[src/rtl/qgc_pkg.sv]
package qgc_pkg;

   // sequencer states
   typedef enum logic [2:0] {
      ST_IDLE   = 3'd0,
      ST_APPLY  = 3'd1,
      ST_SETTLE = 3'd2,
      ST_CHECK  = 3'd3,
      ST_HALT   = 3'd4
   } seq_state_e;

   // lamp codes, one-hot when lit
   localparam logic [1:0] LAMP_OFF  = 2'b00;
   localparam logic [1:0] LAMP_PASS = 2'b01;
   localparam logic [1:0] LAMP_FAIL = 2'b10;

   // a two-input gate has four input pair codes; one pattern per code
   localparam int unsigned PAIR_W    = 2;
   localparam int unsigned VEC_COUNT = 1 << PAIR_W;
   localparam int unsigned VEC_IDX_W = PAIR_W;
   localparam int unsigned LEFT_W    = $clog2(VEC_COUNT + 1);

endpackage

[src/rtl/qgc_seq.sv]
module qgc_seq
   import qgc_pkg::*;
#(
   parameter int unsigned N_GATES    = 4,
   parameter int unsigned CNT_W      = 8,
   parameter int unsigned MIN_SETTLE = 2
) (
   input  logic                      clk_i,
   input  logic                      rst_ni,
   input  logic                      start_i,
   input  logic [CNT_W-1:0]          settle_i,
   input  logic                      match_i,
   input  logic [PAIR_W*N_GATES-1:0] rom_stim_i,
   output logic [VEC_IDX_W-1:0]      idx_o,
   output logic [PAIR_W*N_GATES-1:0] stim_o,
   output logic [1:0]                lamp_o,
   output logic                      busy_o,
   output logic                      done_o
);

   localparam int unsigned STIM_W = PAIR_W * N_GATES;
   localparam logic [CNT_W-1:0] MIN_W = CNT_W'(MIN_SETTLE);

   seq_state_e             state_q;
   logic [VEC_IDX_W-1:0]   idx_q;
   logic [LEFT_W-1:0]      left_q;
   logic [CNT_W-1:0]       wait_q;
   logic [STIM_W-1:0]      stim_q;
   logic [1:0]             lamp_q;
   logic                   done_q;
   logic [CNT_W-1:0]       eff_wait;
   logic                   take_start;

   assign eff_wait   = (settle_i < MIN_W) ? MIN_W : settle_i;
   assign take_start = start_i && (state_q == ST_IDLE || state_q == ST_HALT);

   always_ff @(posedge clk_i or negedge rst_ni) begin
      if (!rst_ni) begin
         state_q <= ST_IDLE;
         idx_q   <= '0;
         left_q  <= '0;
         wait_q  <= '0;
         stim_q  <= '0;
         lamp_q  <= LAMP_OFF;
         done_q  <= 1'b0;
      end else begin
         done_q <= 1'b0;
         unique case (state_q)
            ST_IDLE, ST_HALT: begin
               if (take_start) begin
                  idx_q   <= '0;
                  left_q  <= LEFT_W'(VEC_COUNT);
                  lamp_q  <= LAMP_OFF;
                  state_q <= ST_APPLY;
               end
            end
            ST_APPLY: begin
               stim_q  <= rom_stim_i;
               wait_q  <= eff_wait - 1'b1;
               state_q <= ST_SETTLE;
            end
            ST_SETTLE: begin
               if (wait_q == '0) state_q <= ST_CHECK;
               else              wait_q  <= wait_q - 1'b1;
            end
            ST_CHECK: begin
               if (!match_i) begin
                  lamp_q  <= LAMP_FAIL;
                  done_q  <= 1'b1;
                  state_q <= ST_HALT;
               end else if (left_q == LEFT_W'(1)) begin
                  lamp_q  <= LAMP_PASS;
                  done_q  <= 1'b1;
                  state_q <= ST_HALT;
               end else begin
                  idx_q   <= idx_q + 1'b1;
                  left_q  <= left_q - 1'b1;
                  state_q <= ST_APPLY;
               end
            end
            default: state_q <= ST_IDLE;
         endcase
      end
   end

   assign idx_o  = idx_q;
   assign stim_o = stim_q;
   assign lamp_o = lamp_q;
   assign busy_o = (state_q != ST_IDLE) && (state_q != ST_HALT);
   assign done_o = done_q;

endmodule

[config.mk]
export PLATFORM = sky130hd
export DESIGN_NAME = qgc_seq
export DESIGN_NICKNAME = d
export VERILOG_FILES = /design/src/rtl/qgc_pkg.sv /design/src/rtl/qgc_seq.sv
export SDC_FILE = /design/constraint.sdc
export NUM_CORES = 1
export LEC_CHECK = 0
export ABC_AREA = 0
export BUFFER_PORTS_ARGS = -buffer_cell sky130_fd_sc_hd__buf_2
export CORE_MARGIN = 2
export CORE_UTILIZATION = 60
export CTS_BUF_LIST = sky130_fd_sc_hd__clkbuf_4
export DETAILED_ROUTE_END_ITERATION = 12
export GPL_ROUTABILITY_DRIVEN = 0
export PLACE_DENSITY = 0.84
export SKIP_LAST_GASP = 1
export SLEW_MARGIN = 20
export SYNTH_ARGS = -nofsm -noshare
export SYNTH_HDL_FRONTEND = slang
export SYNTH_SLANG_ARGS = --single-unit
[constraint.sdc]
create_clock -name clk_i -period 5 [get_ports clk_i]
set_input_delay 0.5 -clock clk_i [delete_from_list [all_inputs] [get_ports clk_i]]
set_output_delay 0.5 -clock clk_i [all_outputs]
set_load 0.02 [all_outputs]
# Word-level counts from Yosys, hierarchy flattened
# Index checks and enable logic that the tools add are counted.
dict set report classes {
  addsub 4
  n_mul 0
  div 0
  order_cmp 1
  n_eq_ne 12
  shifts 0
  muxes 22
  n_bitwise 0
  reduce_logical 13
}
# operator n
set op_table {}
lappend op_table {{$mux 3} 7}
lappend op_table {{$mux 8} 2}
lappend op_table {{$pmux 8 s2} 1}
lappend op_table {{$sub 8x1->8 const B} 2}
lappend op_table {{$pmux 3 s4} 1}
lappend op_table {{$mux 2} 5}
lappend op_table {{$ne 2x2->1 const B} 5}
lappend op_table {{$logic_not 8->1} 1}
lappend op_table {{$lt 8x2->1 const B} 1}
lappend op_table {{$pmux 2 s2} 2}
lappend op_table {{$eq 3x1->1 const B} 2}
lappend op_table {{$eq 3x2->1 const B} 2}
lappend op_table {{$ne 3x3->1 const B} 2}
lappend op_table {{$pmux 3 s2} 1}
lappend op_table {{$reduce_and 2->1} 2}
lappend op_table {{$reduce_and 4->1} 1}
lappend op_table {{$reduce_bool 2->1} 2}
lappend op_table {{$eq 3x3->1 const B} 1}
lappend op_table {{$logic_not 3->1} 1}
lappend op_table {{$mux 1} 3}
lappend op_table {{$reduce_and 3->1} 1}
lappend op_table {{$reduce_bool 3->1} 1}
lappend op_table {{$sub 3x1->3 const B} 1}
lappend op_table {{$add 2x1->2 const B} 1}
lappend op_table {{other kinds (3)} 4}
dict set report totals {
  register_bits 27
  latchBits 0
  ram_bits 0
  romBits 0
  input_bits 20
  n_memories 0
}

# Longest topological paths before layout
dict set report logic_depth {
  depth_word 5
  mapped_depth 10
  ltp_nobuf 9
}

# Worst setup path after synthesis
# OpenSTA, ideal clock, no wires.
dict set report synth_timing {
  path_type {input-to-reg}
  start {input port settle_i[5]}
  end {register wait_q[6]}
  setup_ns 0.122
  arrival_time_ns 2.517
  t_required_ns 4.878
  slack_ns 2.361
  path_stages 8
  path_buffers 0
  path_cell_list {or4_1 nor2_1 a2bb2oi_1 ha_1 or3b_1 nor3_1 o22ai_1 a32o_1}
}
dict set report synth_via {
  elab_chain_cells 4
}
# element line
set synth_lines {}
lappend synth_lines {{start, declared} qgc_seq.sv:11} ;# input logic [CNT_W-1:0] settle_i,
lappend synth_lines {{$lt 8x2->1} qgc_seq.sv:34} ;# assign eff_wait = (settle_i < MIN_W) ? MIN_W : settle_i;
lappend synth_lines {{$mux 8 (*)} qgc_seq.sv:34}
lappend synth_lines {{$sub 8x1->8 (*)} qgc_seq.sv:59} ;# wait_q <= eff_wait - 1'b1;
lappend synth_lines {{$pmux 8 s2 (*)} qgc_seq.sv:48} ;# unique case (state_q)
lappend synth_lines {{end signal, assigned} qgc_seq.sv:59}
lappend synth_lines {{end signal, assigned} qgc_seq.sv:64} ;# else wait_q <= wait_q - 1'b1;
lappend synth_lines {{end, declared} qgc_seq.sv:27} ;# logic [CNT_W-1:0] wait_q;
# Mark *: on every way between the ends. The rest lies on a longest branch, timed or not.
# A chain may end at the register's enable or synchronous reset.

# Worst setup path after layout
dict set report layout_timing {
  start {register state_q[1]}
  end {register wait_q[6]}
}
dict set report layout_via {
  elab_chain_cells 3
}
# element line
set layout_lines {}
lappend layout_lines {{start, declared} qgc_seq.sv:24} ;# seq_state_e state_q;
lappend layout_lines {{start signal, assigned} qgc_seq.sv:39} ;# state_q <= ST_IDLE;
lappend layout_lines {{start signal, assigned} qgc_seq.sv:54} ;# state_q <= ST_APPLY;
lappend layout_lines {{start signal, assigned} qgc_seq.sv:60} ;# state_q <= ST_SETTLE;
lappend layout_lines {{$eq 3x2->1 / $eq 3x1->1 (equally long branches)} qgc_seq.sv:48}
lappend layout_lines {{$ne 2x2->1 (no line) / $reduce_bool 2->1 (equally long branches)} -}
lappend layout_lines {{$reduce_and 2->1 (no line)} -}
# Parallel ways exist; a longest one is shown, timed or not.

==> results.ini <==
[outcome]
status=finished, final reports clean

[min_path]
hp-class=primary input to asynchronous set/reset pin

[final_layout]
syn_to_final_growth_pct=13.2
num-fill-cells=188
drive_gt1_share_pct=22.3
final_nets=221
final_cell_area_um2=1710
num_antenna_cells=0
utilization_pct=70.2
layout_common_cells=buf_2 (33), nand2_1 (31), dfrtp_1 (27)
layout_commonest_cell=buf_2

[floorplanning]
io_pins=34
die_width_um=54.1
die_h_um=54.1
dieArea_um2=2930
core-area_um2=2430
initial_core_util_pct=62.0
fp-row-count=18

[placement]
dpl_cell_area_um2=1680
io_buffers=33
hpwl_um=2460

[synth]
synthCells=170
ys_seq_elements=27
ys.warnings.count=0
netlist-cell-type-count=48
ys_async_sr_fraction_pct=100
synth-edff-count=0
avgSynthCellArea_um2=8.87
synth_ff_type=dfrtp_1
synthesis.area_um2=1510
syn_nets=193
yosysSeqAreaShare_pct=44.8

[cts]
clkLatencyLatePin_ps=330
cts_made_buffers=3
postCtsResizedCells=0
cts_sinks=27
cts_hold_buf=0
cts_setup_buffers=0
cts_tree=done
h-tree-depth=1
root_buffer=clkbuf_4
clk_pin_slew_ps=150
clock_path_buffers=2

[power_and_ir_drop]
power_density_nw_per_um2=615
pwr-share-seq_pct=38.5
p_leak_uw=0.000803
pwr-share-clk_pct=9.6
switching_share_pct=46.2
p_sw_uw=485
internal-power_uw=565
peakVddDrop_mv=0.399
pwr-share-comb_pct=52.0

[sta]
setup_tns_ps=0
period_share_pct=56.2
fmax_mhz=356
finalHoldViolations=0
slew_viol_final=0
setup_viol=0
worst_pin_slew_ps=969
relSlewSlack_pct=35.1
period_needed_ps=2810
skew_ps=2.34
grt_setup_unrepaired=no

[setup_path]
cp.buffers_inverters=0
crit_chain=or3b_1 > nand2_1 > a2bb2oi_1 > ha_1 > or3b_1 > nor3_1 > o22ai_1 > a32o_1
slowest_stage=or3b_1
cpPeakStageDelay_ps=570
worstSetupPathType=register to register
worstPathRequired_ps=5240
end_kind=register
worstSetupStartpointType=register
crit_top_cell=or3b_1
path_max_fanout=12
arrival_ps=3050
crit_family=simple AND/OR/NAND/NOR gates

[global_route]
grt_pass1_vias=1305
grt-ovfl-total=0
track_usage_pct=24.9
grt_pass1_wl_um=5360
grt_max_degree=28
antenna_found_initial=0

[drt]
vias=1392
first_iter_violations=37
drc=0
first_pass_iters=4
wire_per_inst_um=14.1
wl_um=3200
vias_per_cell=6.13
antenna_left=0

[job]
maxCapViolations=0

-- cell usage after synthesis, types with 2 or more instances --
master / count / area [um^2]
o21ai_0: 10 / 50.1
o22ai_1: 3 / 18.8
nor2_1: 7 / 26.3
nand2_1: 31 / 116
a211oi_1: 4 / 30.0
o2111ai_1: 2 / 17.5
a21oi_1: 11 / 55.1
a22oi_1: 2 / 15.0
nand2b_1: 2 / 12.5
o21a_1: 2 / 15.0
dfrtp_1: 27 / 676
ha_1: 3 / 37.5
nand3_1: 5 / 25.0
or3_1: 5 / 31.3
inv_1: 8 / 30.0
or3b_1: 3 / 26.3
a32o_1: 2 / 20.0
nor3_1: 5 / 25.0
clkbuf_1: 9 / 33.8
-- cell families after synthesis --
family / share of synthesized area (%)
simple gates: 23.5
compound gates: 22.9
flops: 44.8
buf+inv: 4.56
fa+ha+maj: 2.49
mux: 1.74
-- metal layers --
layer	GRT usage, %	wire, um	vias to the layer above	share of wire [%]
met3	3.61	132	9	4.1
li1	-	-	669	-
met5	0	0	-	0
met4	11.7	66	0	2.1
met2	41.6	1530	44	48
met1	31.4	1480	670	46
-- power groups by stage --
| stage | combinational [uW] | clock [uW] | sequential (uW) |
|---|---|---|---|
| 2_1_floorplan | 380 | 0 | 429 |
| 4_1_cts | 549 | 104 | 402 |
| 3_3_place_gp | 530 | 0 | 398 |
| 3_5_place_dp | 549 | 0 | 406 |
| 6_report | 546 | 100 | 404 |
| 5_1_grt | 614 | 108 | 417 |
-- sequential cells by signal (all words and copies together), names as in the netlist --
register and flops:
state_q 3, wait_q 8, stim_o 8, idx_o 2
done_o 1, left_q 3, lamp_o 2
-- path summary, 6_finish.rpt --
path	start	to	slack, ps	cells past startpoint
max	state_q[1]	wait_q[6]	2190	8
min	rst_ni	state_q[1]	130	1
max reg2reg	state_q[1]	wait_q[6]	2190	8
min reg2reg	stim_o[0]	stim_o[0]	500	2
max in group asynchronous	rst_ni	lamp_o[1]	4510	1
min in group clk_i	rom_stim_i[2]	stim_o[2]	340	3
-- per-stage QoR --
step | hold WS [ps] | worst slack, ps | std cells | power (uW)
2_1_floorplan | 204 | 2360 | 170 | 809
3_3_place_gp | 457 | 2150 | 223 | 928
3_5_place_dp | 462 | 2040 | 223 | 955
4_1_cts | 150 | 2200 | 227 | 1060
5_1_grt | 172 | 1970 | 227 | 1140
6_report | 127 | 2190 | 227 | 1050
-- cell type report --
class	count	area [um^2]	share of cell area, %
clock inverter	1	7.51	0.440
timing repair buffer	33	165	9.68
multi-input combinational	125	768	45.0
inverter	8	30.0	1.76
clock buffer	3	22.5	1.32
tap	30	37.5	2.20
sequential	27	676	39.6
Power figures use the tool's default switching activity.
